==> src/rtl/irqc_pkg.sv <==
package irqc_pkg;

    typedef enum logic [1:0] {
        HS_IDLE = 2'd0,
        HS_REQ  = 2'd1,
        HS_ACK  = 2'd2
    } hs_state_e;

    typedef enum logic {
        CFG_RUN   = 1'b0,
        CFG_ARMED = 1'b1
    } cfg_state_e;

endpackage

==> src/rtl/irqc_prio_enc.sv <==
module irqc_prio_enc #(
    parameter int N  = 8,
    localparam int IW = (N > 1) ? $clog2(N) : 1
) (
    input  logic [N-1:0]  vec_i,
    output logic          any_o,
    output logic [IW-1:0] idx_o
);

    // Lowest index wins: scan from the top so the last hit is the lowest.
    always_comb begin
        any_o = 1'b0;
        idx_o = '0;
        for (int i = N - 1; i >= 0; i--) begin
            if (vec_i[i]) begin
                any_o = 1'b1;
                idx_o = IW'(i);
            end
        end
    end

endmodule

==> src/rtl/irqc_regs.sv <==
module irqc_regs
    import irqc_pkg::*;
#(
    parameter int          N         = 8,
    parameter int          DW        = 8,
    parameter logic [7:0]  EOI_CODE  = 8'h20,
    parameter logic [7:0]  INIT_CODE = 8'h10
) (
    input  logic          clk,
    input  logic          rst_n,
    input  logic          cs,
    input  logic          wr,
    input  logic          addr,
    input  logic [DW-1:0] wdata,
    input  logic [N-1:0]  isr_i,
    output logic [N-1:0]  mask_o,
    output logic [DW-1:0] base_o,
    output logic          eoi_o,
    output logic [DW-1:0] rdata
);

    cfg_state_e cfg_q, cfg_d;
    logic       cmd_wr, dat_wr;

    assign cmd_wr = cs && wr && !addr;
    assign dat_wr = cs && wr && addr;
    assign eoi_o  = cmd_wr && (wdata == DW'(EOI_CODE));

    always_ff @(posedge clk or negedge rst_n) begin
        if (!rst_n) cfg_q <= CFG_RUN;
        else        cfg_q <= cfg_d;
    end

    always_comb begin
        cfg_d = cfg_q;
        unique case (cfg_q)
            CFG_RUN:   if (cmd_wr && wdata == DW'(INIT_CODE)) cfg_d = CFG_ARMED; // arm
            CFG_ARMED: if (dat_wr) cfg_d = CFG_RUN;                             // load
            default:   cfg_d = CFG_RUN;
        endcase
    end

    always_ff @(posedge clk or negedge rst_n) begin
        if (!rst_n) begin
            mask_o <= '1;
            base_o <= '0;
        end else if (dat_wr) begin
            if (cfg_q == CFG_ARMED) base_o <= wdata;
            else                    mask_o <= wdata[N-1:0];
        end
    end

    always_comb begin
        rdata = '0;
        if (cs) rdata = addr ? DW'(mask_o) : DW'(isr_i);
    end

endmodule

==> src/rtl/irqc_hs.sv <==
module irqc_hs
    import irqc_pkg::*;
#(
    parameter int N  = 8,
    parameter int DW = 8,
    localparam int IW = (N > 1) ? $clog2(N) : 1
) (
    input  logic          clk,
    input  logic          rst_n,
    input  logic [N-1:0]  irq_req,
    input  logic [N-1:0]  mask_i,
    input  logic [DW-1:0] base_i,
    input  logic          eoi_i,
    input  logic          inta_n,
    output logic          int_o,
    output logic [DW-1:0] vec_o,
    output logic [N-1:0]  req_o,
    output logic [N-1:0]  isr_o,
    output hs_state_e     state_o
);

    hs_state_e     st_q, st_d;
    logic [N-1:0]  req_q, isr_q, allow, cand, isr_clr, isr_set;
    logic [DW-1:0] vec_q;
    logic          isr_any, cand_any, capture;
    logic [IW-1:0] isr_idx, win_idx;

    always_ff @(posedge clk or negedge rst_n) begin
        if (!rst_n) req_q <= '0;
        else        req_q <= irq_req;
    end

    irqc_prio_enc #(.N(N)) u_isr_enc (
        .vec_i (isr_q),
        .any_o (isr_any),
        .idx_o (isr_idx)
    );

    // Only lines strictly above the highest in-service line may compete.
    for (genvar g = 0; g < N; g++) begin : g_allow
        assign allow[g] = !isr_any || (IW'(g) < isr_idx);
    end

    assign cand = req_q & ~mask_i & allow;

    irqc_prio_enc #(.N(N)) u_win_enc (
        .vec_i (cand),
        .any_o (cand_any),
        .idx_o (win_idx)
    );

    // State register
    always_ff @(posedge clk or negedge rst_n) begin
        if (!rst_n) st_q <= HS_IDLE;
        else        st_q <= st_d;
    end

    // Next state
    always_comb begin
        st_d    = st_q;
        capture = 1'b0;
        unique case (st_q)
            HS_IDLE: if (cand_any) st_d = HS_REQ;      // raise
            HS_REQ: begin
                if (!cand_any) st_d = HS_IDLE;         // withdraw
                else if (!inta_n) begin
                    st_d    = HS_ACK;                  // accept
                    capture = 1'b1;
                end
            end
            HS_ACK:  if (inta_n) st_d = HS_IDLE;       // release
            default: st_d = HS_IDLE;
        endcase
    end

    // Outputs
    always_comb begin
        int_o = (st_q == HS_REQ);
        vec_o = (st_q == HS_ACK && !inta_n) ? vec_q : '0;
    end

    assign isr_clr = (eoi_i && isr_any) ? (N'(1) << isr_idx) : '0;
    assign isr_set = capture ? (N'(1) << win_idx) : '0;

    always_ff @(posedge clk or negedge rst_n) begin
        if (!rst_n) begin
            isr_q <= '0;
            vec_q <= '0;
        end else begin
            isr_q <= (isr_q & ~isr_clr) | isr_set;
            if (capture) vec_q <= base_i + DW'(win_idx);
        end
    end

    assign req_o   = req_q;
    assign isr_o   = isr_q;
    assign state_o = st_q;

endmodule

==> src/rtl/prio_irq_ctrl.sv <==
module prio_irq_ctrl
    import irqc_pkg::*;
#(
    parameter int         N_LINES   = 8,
    parameter int         DW        = 8,
    parameter logic [7:0] EOI_CODE  = 8'h20,
    parameter logic [7:0] INIT_CODE = 8'h10
) (
    input  logic               clk,
    input  logic               rst_n,
    input  logic [N_LINES-1:0] irq_req,
    input  logic               cs,
    input  logic               wr,
    input  logic               addr,
    input  logic [DW-1:0]      wdata,
    output logic [DW-1:0]      rdata,
    input  logic               inta_n,
    output logic               int_o,
    output logic [DW-1:0]      vec_o
);

    logic [N_LINES-1:0] mask_q, isr_q, req_q;
    logic [DW-1:0]      base_q;
    logic               eoi;
    hs_state_e          hs_state;

    irqc_regs #(
        .N(N_LINES), .DW(DW), .EOI_CODE(EOI_CODE), .INIT_CODE(INIT_CODE)
    ) u_regs (
        .clk    (clk),
        .rst_n  (rst_n),
        .cs     (cs),
        .wr     (wr),
        .addr   (addr),
        .wdata  (wdata),
        .isr_i  (isr_q),
        .mask_o (mask_q),
        .base_o (base_q),
        .eoi_o  (eoi),
        .rdata  (rdata)
    );

    irqc_hs #(.N(N_LINES), .DW(DW)) u_hs (
        .clk     (clk),
        .rst_n   (rst_n),
        .irq_req (irq_req),
        .mask_i  (mask_q),
        .base_i  (base_q),
        .eoi_i   (eoi),
        .inta_n  (inta_n),
        .int_o   (int_o),
        .vec_o   (vec_o),
        .req_o   (req_q),
        .isr_o   (isr_q),
        .state_o (hs_state)
    );

endmodule

==> config.mk <==
export PLATFORM = sky130hd
export DESIGN_NAME = prio_irq_ctrl
export DESIGN_NICKNAME = d
export VERILOG_FILES = /design/src/rtl/irqc_pkg.sv /design/src/rtl/irqc_prio_enc.sv /design/src/rtl/irqc_regs.sv /design/src/rtl/irqc_hs.sv /design/src/rtl/prio_irq_ctrl.sv
export SDC_FILE = /design/constraint.sdc
export NUM_CORES = 1
export LEC_CHECK = 0
export BUFFER_PORTS_ARGS = -buffer_cell sky130_fd_sc_hd__buf_2
export CAP_MARGIN = 20
export CORE_ASPECT_RATIO = 0.5
export CORE_UTILIZATION = 40
export DETAILED_ROUTE_END_ITERATION = 8
export PLACE_DENSITY = 0.61
export RECOVER_POWER = 25
export SLEW_MARGIN = 20
export SYNTH_ARGS = -nofsm -noshare
export SYNTH_HDL_FRONTEND = slang
export SYNTH_SLANG_ARGS = --single-unit
==> constraint.sdc <==
create_clock -name clk -period 3.1 [get_ports clk]
set_input_delay 0.155 -clock clk [delete_from_list [all_inputs] [get_ports clk]]
set_output_delay 0.155 -clock clk [all_outputs]
set_load 0.01 [all_outputs]
# After elaboration in Yosys (flattened, before gate mapping)
# Index checks and enable logic that the tools add are counted.
[totals] reg_bits=43 latchBits=0 ramBits=0 mem_bits_ro=0 input_bits=22 word_cells=102 memories=0
[op_classes] n_addsub=1 mul=0 div=0 order_cmp=8 n_eq_ne=7 shift=2 n_mux=48 bitwise_logic=7 n_reduce_logical=22
[op_table] cell="$mux W3" n=16
[op_table] cell="$mux W8" n=5
[op_table] cell="$and A8 B8 Y8" n=3
[op_table] cell="$mux W1" n=21
[op_table] cell="$not A8 Y8" n=2
[op_table] cell="$shl A1 B3 Y8 const A" n=2
[op_table] cell="$lt A3 B3 Y1 const A" n=4
[op_table] cell="$add A8 B3 Y8" n=1
[op_table] cell="$eq A8 B5 Y1 const B" n=1
[op_table] cell="$eq A8 B6 Y1 const B" n=1
[op_table] cell="$logic_or A1 B1 Y1" n=8
[op_table] cell="$mux W2" n=4
[op_table] cell="$or A8 B8 Y8" n=1
[op_table] cell="$logic_and A1 B1 Y1" n=7
[op_table] cell="$lt A1 B3 Y1 const A" n=2
[op_table] cell="$lt A2 B3 Y1 const A" n=2
[op_table] cell="$pmux W2 S3" n=1
[op_table] cell="$reduce_and A2 Y1" n=2
[op_table] cell="$logic_not A1 Y1" n=3
[op_table] cell="$ne A3 B3 Y1 const B" n=1
[op_table] cell="$reduce_and A3 Y1" n=1
[op_table] cell="$eq A2 B1 Y1 const B" n=1
[op_table] cell="$eq A2 B2 Y1 const B" n=1
[op_table] cell="$logic_not A2 Y1" n=1
[op_table] cell="other kinds (4)" n=4

# Longest topological paths before layout
[logic_depth] word_depth=23 depth_mapped=15 mapped_depth_nobuf=14

# Hierarchy
# Synthesis repeated with hierarchy kept, for this count alone.
[hier_totals] cells_unflattened=211 area_unflattened_um2=2346.0
[by_module_without_submodules] mod="irqc_hs" n_inst=1 cells_each=123 area_per_inst_um2=1312.5 seq_area_each_um2=650.6
[by_module_without_submodules] mod="irqc_regs" n_inst=1 cells_each=62 area_per_inst_um2=873.3 seq_area_each_um2=435.4
[by_module_without_submodules] mod="irqc_prio_enc" n_inst=2 cells_each=13 area_per_inst_um2=80.1 seq_area_each_um2=0.0

# Worst setup path after synthesis
# OpenSTA, ideal clock, no wires.
[synth_path] kind="flip-flop to flip-flop" startpoint="register u_hs.isr_q[1] (netlist: u_hs.isr_o[1])" endpoint="register u_hs.vec_q[3]" t_arrival_ps=2958 path_slack_ps=21 path_stages_with_launch=12 path_buffers=1 synth_period_minus_slack_ps=3079 path_cell_list="dfrtp_1 -> or4_1 -> buf_4 -> a2111oi_4 -> nor2b_1 -> o21ai_0 -> inv_1 -> ha_1 -> a21oi_1 -> a211oi_1 -> a311o_2 -> a32o_1"
[synth_between] elab_chain_cells=15 elab_cells_between_ends=41 classes_between="add/sub: 1; order compare: 8; mux: 22; bitwise: 1; reduce/logical: 9"
[synth_rtl] item="from (decl)" line="irqc_hs.sv:23" text="logic [N-1:0] req_q, isr_q, allow, cand, isr_clr, isr_set;"
[synth_rtl] item="from (signal assigned)" line="irqc_hs.sv:90" text="isr_q <= (isr_q & ~isr_clr) | isr_set;"
[synth_rtl] item="$mux W3 / $mux W1 (equally long branches) (2 in series)" line="irqc_prio_enc.sv:15" text="if (vec_i[i]) begin"
[synth_rtl] item="$lt A3 B3 Y1 / $logic_not A1 Y1 (equally long branches)" line="irqc_hs.sv:41" text="assign allow[g] = !isr_any || (IW'(g) < isr_idx);"
[synth_rtl] item="$logic_or A1 B1 Y1" line="irqc_hs.sv:41"
[synth_rtl] item="$and A8 B8 Y8 *" line="irqc_hs.sv:44" text="assign cand = req_q & ~mask_i & allow;"
[synth_rtl] item="parallel branches: the longest is 10 deep, another holds $add A8 B3 Y8"
[synth_rtl] item="to (signal assigned)" line="irqc_hs.sv:91" text="if (capture) vec_q <= base_i + DW'(win_idx);"
[synth_rtl] item="to (decl)" line="irqc_hs.sv:24" text="logic [DW-1:0] vec_q;"
# Every way passes the cells marked *.
# A chain may end at the register's enable or synchronous reset.

# Worst setup path in the final report
[layout_path] startpoint="register u_hs.isr_q[3] (netlist: u_hs.isr_o[3])" endpoint="register u_hs.vec_q[2]"
[layout_between] elab_chain_cells=17 elab_cells_between_ends=45 classes_between="add/sub: 1; order compare: 8; mux: 26; bitwise: 1; reduce/logical: 9"
[layout_rtl] item="$mux W3 / $mux W1 (equally long branches) (4 in series)" line="irqc_prio_enc.sv:15"
[layout_rtl] item="$lt A3 B3 Y1 / $logic_not A1 Y1 (equally long branches)" line="irqc_hs.sv:41"
[layout_rtl] item="$logic_or A1 B1 Y1" line="irqc_hs.sv:41"
[layout_rtl] item="$and A8 B8 Y8 *" line="irqc_hs.sv:44"
[layout_rtl] item="parallel branches: the longest is 10 deep, another holds $add A8 B3 Y8"
# Marks and branches as above.

==> metrics.txt <==
# TYPE chip_impl_metric gauge
chip_impl_info{name="result_of_the_run",value="finished, final reports clean"} 1
chip_impl_metric{name="core_region",unit="um2"} 5540
chip_impl_metric{name="worst_hold_path.num_cells",unit=""} 2
chip_impl_metric{name="max_cap_viol_count",unit=""} 0
chip_impl_metric{name="timing.slew.headroom",unit="%"} 28.5
chip_impl_metric{name="ios",unit=""} 39
chip_impl_metric{name="critical_path.max_fanout",unit=""} 5
chip_impl_metric{name="clk_pin_slew_worst_paths",unit="ns"} 0.06
chip_impl_metric{name="hold_violations",unit=""} 0
chip_impl_metric{name="io_buffer_count",unit=""} 38
chip_impl_metric{name="cts-htree-levels",unit=""} 2
chip_impl_metric{name="antennaDiodeCount",unit=""} 0
chip_impl_metric{name="place_inst",unit=""} 344
chip_impl_metric{name="first_global_vias",unit=""} 1900
chip_impl_metric{name="design_area",unit="um2"} 3100
chip_impl_metric{name="die_area",unit="um2"} 6160
chip_impl_metric{name="worstRegToRegCells",unit=""} 13
chip_impl_metric{name="remaining_drc_errors",unit=""} 0
chip_impl_metric{name="critical_path_buf_inv_count",unit=""} 2
chip_impl_metric{name="synth.cell_area",unit="um2"} 2330
chip_impl_metric{name="dpl_cell_area",unit="um2"} 2710
chip_impl_metric{name="min_period",unit="ns"} 3.01
chip_impl_info{name="crit_path_category",value="flip-flop to flip-flop"} 1
chip_impl_metric{name="filler_cell_count",unit=""} 481
chip_impl_metric{name="post_route_cells_drive_above_1_share",unit="%"} 38.7
chip_impl_metric{name="floorplan.rows",unit=""} 19
chip_impl_info{name="crit_path_start_kind",value="flip-flop"} 1
chip_impl_metric{name="synth_seq_area_share",unit="%"} 46.5
chip_impl_metric{name="edff_count_synth",unit=""} 0
chip_impl_info{name="synth_flop_cell",value="dfrtp_1"} 1
chip_impl_info{name="critical_path_slowest_stage_cell",value="or4_4"} 1
chip_impl_metric{name="place.gp.congestion",unit=""} 0.899
chip_impl_metric{name="syn2layout_area_growth",unit="%"} 32.7
chip_impl_info{name="setup.worst_path.end_class",value="flip-flop"} 1
chip_impl_metric{name="groute.usage.overall",unit="%"} 19.9
chip_impl_metric{name="timing.final.max_slew_violations",unit=""} 0
chip_impl_metric{name="detail_route.wl_per_cell",unit="um"} 15.3
chip_impl_metric{name="numClockSinks",unit=""} 43
chip_impl_metric{name="detailed_place_hpwl",unit="um"} 3890
chip_impl_metric{name="cts-buffers-inserted",unit=""} 5
chip_impl_metric{name="power.leakage",unit="uW"} 0.00140
chip_impl_metric{name="setup_violations",unit=""} 0
chip_impl_metric{name="cp_data_required_time",unit="ns"} 3.27
chip_impl_metric{name="final.setup_skew",unit="ns"} 0.00604
chip_impl_metric{name="die-height",unit="um"} 56.0
chip_impl_metric{name="max_slew.worst_pin.slew",unit="ns"} 1.07
chip_impl_metric{name="arrival",unit="ns"} 3.19
chip_impl_metric{name="final_cells",unit=""} 365
chip_impl_metric{name="ant_nets",unit=""} 0
chip_impl_metric{name="final.hold.worst_slack",unit="ns"} 0.102
chip_impl_metric{name="antenna_found_initial",unit=""} 0
chip_impl_info{name="crit_family",value="simple AND/OR/NAND/NOR gates"} 1
chip_impl_metric{name="power_per_cell_area",unit="nW/um2"} 693
chip_impl_metric{name="detailedRoute.firstPassIterationCount",unit=""} 4
chip_impl_metric{name="net_count_after_synthesis",unit=""} 247
chip_impl_metric{name="drt_first_iter_violations",unit=""} 93
chip_impl_metric{name="cts-root-to-sink-buffers",unit=""} 2
chip_impl_metric{name="grt.overflow.total",unit=""} 0
chip_impl_info{name="hold_path.class",value="input port to flip-flop"} 1
chip_impl_metric{name="grt_first_pass_wirelength",unit="um"} 9070
chip_impl_metric{name="achievable-frequency",unit="GHz"} 0.332
chip_impl_metric{name="die_width",unit="um"} 110
chip_impl_info{name="critical_path.cell_chain",value="or4_4, buf_6, nor2_2, a22oi_2, o31ai_2, o21a_1, ha_4, inv_1, fa_2, nand2b_4, nand2_1, mux2_2, a22o_1"} 1
chip_impl_metric{name="synthesis.instances",unit=""} 222
chip_impl_metric{name="critPathMaxStageDelay",unit="ns"} 0.55
chip_impl_metric{name="nNetsFinal",unit=""} 316
chip_impl_info{name="tritoncts",value="built"} 1
chip_impl_info{name="worstReg2RegEnd",value="u_hs.vec_q[2]$_DFFE_PN0P_"} 1
chip_impl_metric{name="maximum_number_of_pins_on_one_net_before_global_route_repair",unit=""} 44
chip_impl_info{name="root_buffer",value="clkbuf_16"} 1
chip_impl_metric{name="r2r_slack",unit="ns"} 0.09
chip_impl_metric{name="clock_latency",unit="ns"} 0.29
chip_impl_metric{name="ffs_latches_synth",unit=""} 43
chip_impl_metric{name="wl",unit="um"} 5600
chip_impl_metric{name="synthDistinctLibCells",unit=""} 54
chip_impl_metric{name="ys.warnings.count",unit=""} 0
chip_impl_metric{name="post_synth.cell_area_avg",unit="um2"} 10.5
chip_impl_metric{name="via_per_inst",unit=""} 5.39
chip_impl_info{name="worst_hold_startpoint",value="wr"} 1
chip_impl_metric{name="fin_crit_sh",unit="%"} 97.2
chip_impl_info{name="worstHoldEndpoint",value="u_regs.cfg_q$_DFF_PN0_"} 1
chip_impl_metric{name="maximum_vdd_drop",unit="V"} 0.000295
chip_impl_metric{name="ys_async_sr_fraction",unit="%"} 100
chip_impl_info{name="r2r-start",value="u_hs.isr_o[3]$_DFF_PN0_"} 1
chip_impl_metric{name="num_vias",unit=""} 1968
chip_impl_metric{name="floorplan.initialDensity",unit="%"} 42.1
## area by class of cell
| class | instances | area [um2] | share of cell area [%] |
|---|---|---|---|
| Tap cell | 73 | 91.3 | 2.95 |
| Clock buffer | 6 | 129 | 4.16 |
| Timing Repair Buffer | 67 | 443 | 14.3 |
| Sequential cell | 43 | 1090 | 35.1 |
| Clock inverter | 2 | 60.1 | 1.94 |
| Multi-Input combinational cell | 166 | 1260 | 40.6 |
| Inverter | 8 | 30.0 | 0.970 |
## metal layers
layer | global-route usage (%) | wire length [um] | up-vias
li1 | - | - | 944
met1 | 27.3 | 2680 | 950
met2 | 30.9 | 2560 | 63
met3 | 3.86 | 242 | 11
met4 | 8.00 | 123 | 0
met5 | 0 | 0 | -
## where the power goes
| part | switching (uW) | total, uW | internal (uW) |
|---|---|---|---|
| Clock | 210 | 671 | 462 |
| Combinational | 393 | 714 | 321 |
| Sequential | 80.6 | 758 | 678 |
| Total | 683 | 2140 | 1460 |
## registers in the layout, summed over array words and instances (netlist names)
register / cells
u_hs.req_o: 8
u_hs.state_o: 2
u_regs.base_o: 8
u_regs.cfg_q: 1
u_regs.mask_o: 8
u_hs.vec_q: 8
u_hs.isr_o: 8
## synthesized netlist by cell type, drive strengths merged (5+ instances only)
cell type  instances  share of area (%)
nand3              5                1.1
nand2             20                3.5
a21oi              5                1.1
dfstp              8                9.0
nor2b             11                2.9
nor2              12                1.9
dfrtp             35                 38
and2               8                2.1
mux2              16                7.7
mux2i              8                3.4
inv                8                1.3
o21ai             18                4.2
nand2b             9                2.4
## logic make-up after synthesis
kind of cell,synth area share (%)
simple gates,19.7
compound gates,17.3
flops,46.5
mux,11.2
buf+inv,2.31
xor+xnor,1.13
fa+ha+maj,1.93
## placed cells by master, fill, tap and decap left out, types with 2 or more instances in the layout
master / instances
a21oi_1: 4
a22o_1: 2
a31oi_1: 3
and2_1: 8
buf_2: 38
buf_4: 17
bufinv_16: 2
clkbuf_1: 2
clkbuf_16: 5
dfrtp_1: 35
dfstp_2: 8
dlygate4sd3_1: 9
inv_1: 8
mux2_2: 16
mux2i_1: 8
nand2_1: 19
nand2b_1: 8
nand3_1: 5
nand4_1: 2
nand4b_1: 2
nor2_1: 10
nor2_2: 2
nor2b_1: 10
nor3_1: 3
nor3b_1: 2
o211ai_1: 2
o21ai_0: 14
o21ai_2: 3
o21bai_1: 2
o31ai_1: 2
or3_1: 2
or3b_2: 2
or4_1: 2
xnor2_1: 3
## worst max path at each step
stage | cells after the start | from | slack (ns) | end
after floorplan | 11 | u_hs.isr_o[1]$_DFF_PN0_ | 0.02 | u_hs.vec_q[3]$_DFFE_PN0P_
after global placement | 11 | u_hs.isr_o[3]$_DFF_PN0_ | 0.07 | u_hs.vec_q[3]$_DFFE_PN0P_
after detailed placement | 11 | u_hs.isr_o[3]$_DFF_PN0_ | 0.01 | u_hs.vec_q[3]$_DFFE_PN0P_
after global routing | 14 | u_hs.isr_o[3]$_DFF_PN0_ | -0.04 | u_hs.vec_q[6]$_DFFE_PN0P_
final | 13 | u_hs.isr_o[3]$_DFF_PN0_ | 0.09 | u_hs.vec_q[2]$_DFFE_PN0P_
after CTS | 11 | u_hs.isr_o[3]$_DFF_PN0_ | 0.001 | u_hs.vec_q[3]$_DFFE_PN0P_
## repair_timing
action                                 CTS  global route
pin swaps                                0             3
gates cloned                             0             1
hold buffers                             8             1
setup endpoints to repair                2             6
gates resized for setup                  4            13
endpoints found under the hold margin    8            14
setup buffers                            1             1
## through the flow
| stage | util [%] | setup WS, ns | power (uW) | setup TNS (ns) |
|---|---|---|---|---|
| final | 55.9 | 0.0861 | 2140 | 0 |
| after global routing | 55.9 | -0.0408 | 2270 | -0.0968 |
| after CTS | 54.2 | 0.00137 | 2100 | 0 |
| after detailed placement | 48.9 | 0.00971 | 1390 | 0 |
| after global placement | 48.9 | 0.0657 | 1390 | 0 |
| after floorplan | - | 0.0206 | 1150 | 0 |
Note: power is estimated with default switching activity, not from simulation.
